==> src/rtl/skew_mem_pkg.sv <==
package skew_mem_pkg;
    localparam int DIM    = 4;
    localparam int NBANK  = DIM + 1;
    localparam int IDX_W  = $clog2(DIM);
    localparam int BANK_W = $clog2(NBANK);
    localparam int SKEW   = 2;

    typedef enum logic [1:0] {
        ACC_ROW     = 2'b00,
        ACC_COL     = 2'b01,
        ACC_DIAG    = 2'b10,
        ACC_ROW_ALT = 2'b11
    } acc_mode_e;

    // bank holding element (r, c)
    function automatic logic [BANK_W-1:0] bank_of(input logic [IDX_W-1:0] r,
                                                  input logic [IDX_W-1:0] c);
        int s;
        s = (int'(r) + SKEW * int'(c)) % NBANK;
        return BANK_W'(s);
    endfunction
endpackage

==> src/rtl/skew_addr_gen.sv <==
module skew_addr_gen
    import skew_mem_pkg::*;
(
    input  logic [1:0]                        mode,
    input  logic [IDX_W-1:0]                  idx,
    output logic [NBANK-1:0][IDX_W-1:0]       bank_addr,
    output logic [NBANK-1:0]                  bank_used,
    output logic [DIM-1:0][BANK_W-1:0]        lane_bank
);
    always_comb begin
        bank_addr = '0;
        bank_used = '0;
        lane_bank = '0;
        for (int k = 0; k < DIM; k++) begin
            logic [IDX_W-1:0] r, c;
            case (acc_mode_e'(mode))
                ACC_COL:  begin r = IDX_W'(k); c = idx;        end
                ACC_DIAG: begin r = IDX_W'(k); c = IDX_W'(k);  end
                default:  begin r = idx;       c = IDX_W'(k);  end
            endcase
            lane_bank[k]            = bank_of(r, c);
            bank_used[lane_bank[k]] = 1'b1;
            bank_addr[lane_bank[k]] = r;
        end
    end
endmodule

==> src/rtl/skew_bank.sv <==
module skew_bank #(
    parameter int ELEM_W = 8,
    parameter int DEPTH  = 4,
    localparam int AW    = $clog2(DEPTH)
) (
    input  logic              clk,
    input  logic              rst_n,
    input  logic              wr_en,
    input  logic [AW-1:0]     wr_addr,
    input  logic [ELEM_W-1:0] wr_data,
    input  logic              rd_en,
    input  logic [AW-1:0]     rd_addr,
    output logic [ELEM_W-1:0] rd_data
);
    typedef struct packed {
        logic [DEPTH-1:0][ELEM_W-1:0] mem;
        logic [ELEM_W-1:0]            rdata;
    } bank_state_t;

    bank_state_t st_d, st_q;

    always_comb begin
        st_d = st_q;
        if (rd_en) st_d.rdata = st_q.mem[rd_addr];   // old value on collision
        if (wr_en) st_d.mem[wr_addr] = wr_data;
    end

    always_ff @(posedge clk) begin
        if (!rst_n) st_q <= '0;
        else        st_q <= st_d;
    end

    assign rd_data = st_q.rdata;

    // an idle bank keeps its output word
    assert_bank_hold_R7: assert property (@(posedge clk) disable iff (!rst_n)
        !rd_en |=> $stable(rd_data));
endmodule

==> src/rtl/skew_xbar.sv <==
module skew_xbar
    import skew_mem_pkg::*;
#(
    parameter int ELEM_W = 8
) (
    input  logic [NBANK-1:0][ELEM_W-1:0] bank_rdata,
    input  logic [DIM-1:0][BANK_W-1:0]   lane_sel,
    output logic [DIM*ELEM_W-1:0]        lane_data
);
    always_comb begin
        lane_data = '0;
        for (int k = 0; k < DIM; k++) begin
            if (int'(lane_sel[k]) < NBANK)
                lane_data[k*ELEM_W +: ELEM_W] = bank_rdata[lane_sel[k]];
        end
    end
endmodule

==> src/rtl/skew_matrix_mem.sv <==
module skew_matrix_mem
    import skew_mem_pkg::*;
#(
    parameter int ELEM_W = 8
) (
    input  logic                    clk,
    input  logic                    rst_n,
    input  logic                    wr_en,
    input  logic [IDX_W-1:0]        wr_row,
    input  logic [IDX_W-1:0]        wr_col,
    input  logic [ELEM_W-1:0]       wr_data,
    input  logic                    rd_en,
    input  logic [1:0]              rd_mode,
    input  logic [IDX_W-1:0]        rd_idx,
    output logic                    rd_valid,
    output logic [DIM*ELEM_W-1:0]   rd_data
);
    typedef struct packed {
        logic [DIM-1:0][BANK_W-1:0] lane_sel;
        logic                       valid;
    } top_state_t;

    top_state_t top_d, top_q;

    logic [NBANK-1:0][IDX_W-1:0]  bank_addr;
    logic [NBANK-1:0]             bank_used;
    logic [DIM-1:0][BANK_W-1:0]   lane_bank;
    logic [NBANK-1:0]             bank_rd_en;
    logic [NBANK-1:0]             bank_wr_en;
    logic [NBANK-1:0][ELEM_W-1:0] bank_rdata;
    logic [BANK_W-1:0]            wr_bank;

    skew_addr_gen u_addr (
        .mode      (rd_mode),
        .idx       (rd_idx),
        .bank_addr (bank_addr),
        .bank_used (bank_used),
        .lane_bank (lane_bank)
    );

    assign wr_bank = bank_of(wr_row, wr_col);

    for (genvar b = 0; b < NBANK; b++) begin : g_bank
        assign bank_rd_en[b] = rd_en && bank_used[b];
        assign bank_wr_en[b] = wr_en && (wr_bank == BANK_W'(b));
        skew_bank #(.ELEM_W(ELEM_W), .DEPTH(DIM)) u_bank (
            .clk     (clk),
            .rst_n   (rst_n),
            .wr_en   (bank_wr_en[b]),
            .wr_addr (wr_row),
            .wr_data (wr_data),
            .rd_en   (bank_rd_en[b]),
            .rd_addr (bank_addr[b]),
            .rd_data (bank_rdata[b])
        );
    end

    always_comb begin
        top_d       = top_q;
        top_d.valid = rd_en;
        if (rd_en) top_d.lane_sel = lane_bank;
    end

    always_ff @(posedge clk) begin
        if (!rst_n) top_q <= '0;
        else        top_q <= top_d;
    end

    skew_xbar #(.ELEM_W(ELEM_W)) u_xbar (
        .bank_rdata (bank_rdata),
        .lane_sel   (top_q.lane_sel),
        .lane_data  (rd_data)
    );

    assign rd_valid = top_q.valid;

    // four distinct banks per access, spare bank idle
    assert_conflict_free_R1: assert property (@(posedge clk) disable iff (!rst_n)
        rd_en |-> ($countones(bank_rd_en) == DIM));
    assert_idle_banks_R1: assert property (@(posedge clk) disable iff (!rst_n)
        !rd_en |-> (bank_rd_en == '0));
    // valid follows the request by one edge
    assert_valid_after_req_R6: assert property (@(posedge clk) disable iff (!rst_n)
        rd_en |=> rd_valid);
    assert_no_valid_R6: assert property (@(posedge clk) disable iff (!rst_n)
        !rd_en |=> !rd_valid);
    // output held without a request
    assert_data_hold_R7: assert property (@(posedge clk) disable iff (!rst_n)
        !rd_en |=> $stable(rd_data));
endmodule

==> config.mk <==
export PLATFORM = sky130hd
export DESIGN_NAME = skew_matrix_mem
export DESIGN_NICKNAME = d
export VERILOG_FILES = /design/src/rtl/skew_mem_pkg.sv /design/src/rtl/skew_addr_gen.sv /design/src/rtl/skew_bank.sv /design/src/rtl/skew_xbar.sv /design/src/rtl/skew_matrix_mem.sv
export SDC_FILE = /design/constraint.sdc
export NUM_CORES = 1
export LEC_CHECK = 0
export BUFFER_PORTS_ARGS = -buffer_cell sky130_fd_sc_hd__buf_2
export CAP_MARGIN = 20
export CORE_MARGIN = 1
export CORE_UTILIZATION = 55
export CTS_CLUSTER_DIAMETER = 40
export CTS_CLUSTER_SIZE = 40
export DETAILED_ROUTE_END_ITERATION = 8
export HOLD_SLACK_MARGIN = 0.12
export PLACE_DENSITY = 0.75
export SETUP_SLACK_MARGIN = 0.3
export SLEW_MARGIN = 20
export SYNTH_ARGS = -nofsm -noshare
export SYNTH_HDL_FRONTEND = slang
export SYNTH_SLANG_ARGS = --single-unit
==> constraint.sdc <==
create_clock -name clk -period 4.9 [get_ports clk]
set_input_delay 0.98 -clock clk [delete_from_list [all_inputs] [get_ports clk]]
set_output_delay 0.98 -clock clk [all_outputs]
set_load 0.01 [all_outputs]
; ---- Yosys cells after proc, flatten, opt, wreduce, memory -nomap -nowiden
; Index checks and enable logic that the tools add are counted.
[op_classes]
add_sub_neg = 5
n_div = 5
order_cmp = 23
eq_ne = 6
n_mux = 56
n_bitwise = 4
reduce_logical = 17
[op_table]
columns = cell, count
row1 = bitwise mux 32 bit, 5
row2 = "modulo 32 x 4 -> 32 bit, second input constant", 5
row3 = two-way mux 8 bit, 14
row4 = binary-select mux 8 bit (select 3 bit), 4
row5 = binary-select mux 8 bit (select 2 bit), 5
row6 = "less-than comparator 3 x 4 -> 1 bit, second input constant", 8
row7 = bitwise mux 10 bit, 3
row8 = demux 2 bit (select 3 bit), 4
row9 = two-way mux 2 bit, 12
row10 = adder 2 x 3 -> 4 bit, 5
row11 = "less-than comparator 2 x 3 -> 1 bit, second input constant", 6
row12 = demux 8 bit (select 2 bit), 1
row13 = logical AND 1 bit, 15
row14 = bitwise OR 5 bit, 3
row15 = demux 1 bit (select 3 bit), 4
row16 = "greater-or-equal comparator 3 x 1 -> 1 bit, second input constant", 4
row17 = "less-than comparator 3 bit, second input constant", 4
row18 = AND 10 bit, 1
row19 = "== test 3 x 2 -> 1 bit, second input constant", 2
row20 = two-way mux 1 bit, 4
row21 = "== test 3 x 1 -> 1 bit, second input constant", 1
row22 = "== test 3 bit, second input constant", 1
row23 = logical NOT 3 bit, 1
row24 = "== test 2 x 1 -> 1 bit, second input constant", 1
row25 = 3 further kinds, 3
[totals]
register_bits = 213
output_inout_bits = 33

; ---- Longest topological paths before layout
[depth]
ltp_word = 15
ltp_mapped = 23
ltp_nobuf = 20

; ---- By module
; From an unflattened synthesis, not the netlist that was laid out.
[hier_totals]
cells_unflattened = 1272
hier_area_um2 = 12766.0
[modules_own_cells]
columns = mod, instances, cells_each, area_per_inst_um2
row1 = skew_bank, 5, 160, 1786.7
row2 = skew_addr_gen, 1, 221, 1674.1
row3 = skew_xbar, 1, 162, 1298.7
row4 = skew_matrix_mem, 1, 89, 859.6

; ---- Worst setup path after synthesis
; Ideal clock, no wire load.
[synth_timing]
kind = input-to-reg
start = input port rd_mode[1]
end = register g_bank[4].u_bank.st_q (netlist bit g_bank[4].u_bank.rd_data[5])
setup_ns = 0.122
arrival_ns = 5.194
t_required_ns = 4.778
path_slack_ns = -0.416
cell_stages = 21
path_buffers = 2
path_cell_list = inv_1 -> ha_1 -> inv_1 -> nor2_1 -> inv_1 -> clkbuf_1 -> ha_1 -> ha_1 -> inv_1 -> ha_1 -> inv_1 -> ha_1 -> nand3b_1 -> a22oi_2 -> nand4_1 -> a21oi_1 -> o32ai_2 -> o31ai_4 -> buf_6 -> mux2_4 -> a221o_1
[synth_via]
elab_chain_len = 15
[synth_lines]
columns = item, line_no
row1 = from (decl), skew_matrix_mem.sv:13  ; input logic [1:0] rd_mode,
row2 = == test 2 bit or == test 2 x 1 -> 1 bit (tied branches), skew_addr_gen.sv:16  ; case (acc_mode_e'(mode))
row3 = OR reduction 2 bit (no line), --
row4 = two-way mux 2 bit, skew_addr_gen.sv:16
row5 = adder 2 x 3 -> 4 bit, skew_mem_pkg.sv:19  ; s = (int'(r) + SKEW * int'(c)) % NBANK;
row6 = modulo 32 x 4 -> 32 bit, skew_mem_pkg.sv:19
row7 = less-than comparator 3 x 4 -> 1 bit (implied by the code) or greater-or-equal comparator 3 x 1 -> 1 bit (tied branches), "skew_addr_gen.sv:22, skew_addr_gen.sv:23"
row8 = logical AND 1 bit (implied by the code), "skew_addr_gen.sv:22, skew_addr_gen.sv:23"
row9 = two-way mux 2 bit (implied by the code), skew_addr_gen.sv:23  ; bank_addr[lane_bank[k]] = r;
row10 = demux 2 bit (select 3 bit), --
row11 = AND 10 bit (no line), --
row12 = bitwise mux 10 bit (3 in series), skew_addr_gen.sv:23
row13 = binary-select mux 8 bit (select 2 bit), skew_bank.sv:24  ; if (rd_en) st_d.rdata = st_q.mem[rd_addr];
row14 = two-way mux 8 bit (implied by the code), skew_bank.sv:24
row15 = to (signal assigned), skew_bank.sv:30  ; else st_q <= st_d;
row16 = to (decl), skew_bank.sv:20  ; bank_state_t st_d, st_q;
; Several ways; a longest one is shown, not always the timed one. The select of a mux whose other input is x is not followed.
; A chain may end at the register's enable or synchronous reset.

; ---- Final worst setup path
[layout_timing]
start = input port rd_mode[1]
end = register g_bank[3].u_bank.st_q (netlist bit g_bank[3].u_bank.rd_data[1])
[layout_via]
elab_chain_len = 15
[layout_lines]
columns = item, line_no
row1 = == test 2 bit or == test 2 x 1 -> 1 bit (tied branches), skew_addr_gen.sv:16
row2 = OR reduction 2 bit (no line), --
row3 = two-way mux 2 bit, skew_addr_gen.sv:16
row4 = adder 2 x 3 -> 4 bit, skew_mem_pkg.sv:19
row5 = modulo 32 x 4 -> 32 bit, skew_mem_pkg.sv:19
row6 = less-than comparator 3 x 4 -> 1 bit (implied by the code) or greater-or-equal comparator 3 x 1 -> 1 bit (tied branches), "skew_addr_gen.sv:22, skew_addr_gen.sv:23"
row7 = logical AND 1 bit (implied by the code), "skew_addr_gen.sv:22, skew_addr_gen.sv:23"
row8 = two-way mux 2 bit (implied by the code), skew_addr_gen.sv:23
row9 = demux 2 bit (select 3 bit), --
row10 = AND 10 bit (no line), --
row11 = bitwise mux 10 bit (3 in series), skew_addr_gen.sv:23
row12 = binary-select mux 8 bit (select 2 bit), skew_bank.sv:24
row13 = two-way mux 8 bit (implied by the code), skew_bank.sv:24
row14 = to (signal assigned), skew_bank.sv:30
row15 = to (decl), skew_bank.sv:20
; Several ways; a longest one is shown, not always the timed one. The select of a mux whose other input is x is not followed.

==> summary.txt <==
Drt
  • Vias: around 10000
  • Residual DRC: 16
  • Post-DRT Antenna Nets: 0
  • Vias/cell: about 6
  • DRT iter0 DRCs: 881
  • Wirelength, routed: 32800 microns
  • Wire length per cell: 19.6 microns
  • Drt first pass iters: 7

Cells and area
  • Most frequent cells in the layout: 213 x dfxtp_1, 191 x mux2i_1, 141 x nor2b_1
  • Share of layout cells above drive strength 1: 19.5%
  • Commonest non-fill, non-tap cell in the layout: dfxtp_1
  • Nets@finish: between 1000 and 1500
  • Final Util: 64.8%
  • Number of diodes: 0
  • Area Overhead vs Synth: 14.9%
  • Fin cells: 1673

Yosys
  • Top cells by area, synth: dfxtp_1 34%, mux2i_1 15%, nor2b_1 7.1%
  • EDFF count, synth: 0
  • #FFs+latches synth: 213
  • Largest area contributor in the netlist: dfxtp_1
  • Unique masters post-synth: 88
  • Asr flop ratio synth: 0%
  • Syn avg cell area: 9.46 sq um
  • Synth top area share: 34.5%
  • Synth Instances: 1309
  • Sequential area share after synthesis: 34.5%
  • Syn_nets: 1370
  • Area of the mapped netlist: ~0.012 sq mm
  • Ys flop type: dfxtp_1
  • Yosys synthesis warning count: 0

Power
  • Switching power: 1430 uW
  • Combinational Power Share: a little over a fifth
  • Pint: 3410 uW
  • Lkg Pwr: 0.00545 uW
  • Switch share: 29.5%
  • Seq pwr share: between 30% and 40%
  • Clock power frac: ~41%
  • Worst VDD drop: 0.285 mV
  • Design Power: 4840 uW
  • Power density cells: around 340 mW/mm^2

Global route
  • Total grt overflow: 0
  • First-pass GRT wire length: 52300 microns
  • Largest net degree at the start of global routing: 65
  • Number of global-route vias before repair: 9604
  • Antenna violations before repair: 0
  • GRT Util Overall: 28.2%

Place
  • Gpl congestion: 0.935
  • Number of port buffers: 52
  • Placed Instances: 1624
  • HPWL after DPL: 23100 microns
  • Placement Setup Slack: -40.9 ps

Die
  • Die W: roughly 150 microns
  • Initial Util: 56.4%
  • Chip height: ~150 microns
  • Row count: 54
  • Die area: 0.0231 sq mm
  • IO Count: 53
  • Core area: 0.0220 sq mm

Timing
  • Final slew viol count: 0
  • Period utilisation layout: 89.4%
  • FMAX: 228 MHz
  • Final hold vios: 0
  • Tightest Pin Transition: 1040 ps
  • WHS: 481 ps
  • Worst slew margin: 30.4%
  • Crit path time final: 4380 ps
  • RSZ-0062 raised after global routing: yes
  • Post-Route Skew: 10.1 ps
  • # setup viols final: 0
  • Final worst slack: 521 ps

Clock tree
  • Hold buffer count at CTS: 0
  • Clock Sinks: 213
  • Clk root buf: clkbuf_16
  • CTS Buf Count: 27
  • CTS clk-pin slew, worst paths: 60 ps
  • H-Tree Depth: 1
  • TritonCTS clock tree: built
  • Worst skew pair latency: 520 ps
  • Clock Path Buffers: 3

Hold path
  • Min-delay src: g_bank[1].u_bank.st_q[38]
  • Hold WC Path Type: reg2reg

Outcome
  • Failing checks: DRC
  • Status: finished with violations

Worst setup path
  • CP Launch Type: input pin
  • CP Data Arrival Time: ~4800 ps
  • Crit-path leading delay family: compound AO/OA/AOI/OAI gates
  • Worst Setup End Kind: flip-flop
  • Critical Path Slowest Stage Cell: a211o_1
  • Setup CP Type: in2reg
  • Cells along the critical path: buf_2 -> inv_12 -> ha_4 -> nor2b_1 -> inv_1 -> ha_4 -> inv_2 -> ha_4 -> inv_2 -> ha_1 -> nand3b_1 -> a22oi_2 -> buf_4 -> nand4_1 -> a21oi_1 -> a21oi_1 -> a211o_1 -> buf_12 -> mux2i_1 -> o221ai_1 -> and2_1
  • Cell mode on critical path: ha_4
  • Reg2Reg Launch Point: top_q[7]
  • Peak per-stage delay on the critical path: 340 ps
  • Critical Path RT: 5320 ps
  • Worst Setup SP: rd_mode[1]
  • WP buf/inv: 7
  • CP max FO: 16

Job
  • Max-cap viol count: 0
[what timing repair did]
action	CTS	global route
setup buffers	0	2
setup endpoints to repair	0	30
resized for setup	0	7
hold endpoints to repair	0	0
[logic make-up after synthesis]
| family | synth area share (%) |
|---|---|
| compound gates | 15.7 |
| simple gates | 17.5 |
| xor+xnor | 0.425 |
| fa+ha+maj | 4.14 |
| mux | 23.2 |
| flops | 34.5 |
| buf+inv | 4.67 |
[metrics by stage]
step / cell area [sq um] / setup TNS (ps)
floorplan: 12500 / 0
detailed placement: 13300 / -86.7
global route: 14200 / 0
CTS: 14200 / 0
finish: 14200 / 0
global placement: 13300 / 0
[Yosys cell counts, types with 20 or more instances]
cell type and number:
o21ai_0 82, ha_1 41, mux2i_1 191, nand3_1 22, o211ai_1 20, nand2_1 112
clkbuf_1 60, a21boi_0 25, nor2b_1 141, mux4_2 32, inv_1 65, nor2_1 45
a21oi_1 20, dfxtp_1 213
[registers in the layout, indices dropped and copies added (netlist names)]
register and count:
g_bank.u_bank.rd_data 40, g_bank.u_bank.st_q 160, rd_valid 1, top_q 12
[power by group through the flow]
| stage | Sequential (uW) | Clock (uW) | Combinational (uW) |
|---|---|---|---|
| global placement | 1870 | 0 | 987 |
| global route | 1840 | 2070 | 1110 |
| detailed placement | 1870 | 0 | 999 |
| finish | 1840 | 1970 | 1030 |
| CTS | 1840 | 1980 | 1000 |
| floorplan | 1830 | 0 | 756 |
[metal layers]
metal  global-route usage [%]  part of all wire [%]  vias up
li1                         -                     -     4809
met1                     39.4                    45     4760
met2                     44.5                    45      367
met3                     4.76                   7.2       59
met4                     8.99                   2.7        0
met5                        0                     0        -
[area by class of cell]
| class | instances | area [sq um] |
|---|---|---|
| multi-input cells | 954 | 7680 |
| clock buffers | 34 | 742 |
| fillers | 1789 | 7740 |
| well taps | 280 | 350 |
| clock inverters | 13 | 149 |
| repair buffers | 113 | 771 |
| inverters | 66 | 263 |
| flip-flops and latches | 213 | 4260 |
[tightest hold or removal path, cell delays in order, from the launching register on]
cell and delay, ps:
dfxtp_1 300, o21ai_0 60, a21boi_0 70
[final timing paths]
| path | depth (start not counted) | slack [ps] | endpoint |
|---|---|---|---|
| setup / recovery | 21 | 520 | g_bank[3].u_bank.rd_data[1] |
| hold / removal | 2 | 480 | g_bank[1].u_bank.st_q[38] |
| hold reg to reg | 2 | 480 | g_bank[1].u_bank.st_q[38] |
| setup reg to reg | 2 | 3820 | top_q[7] |
Note: power is estimated with default switching activity, not from simulation.
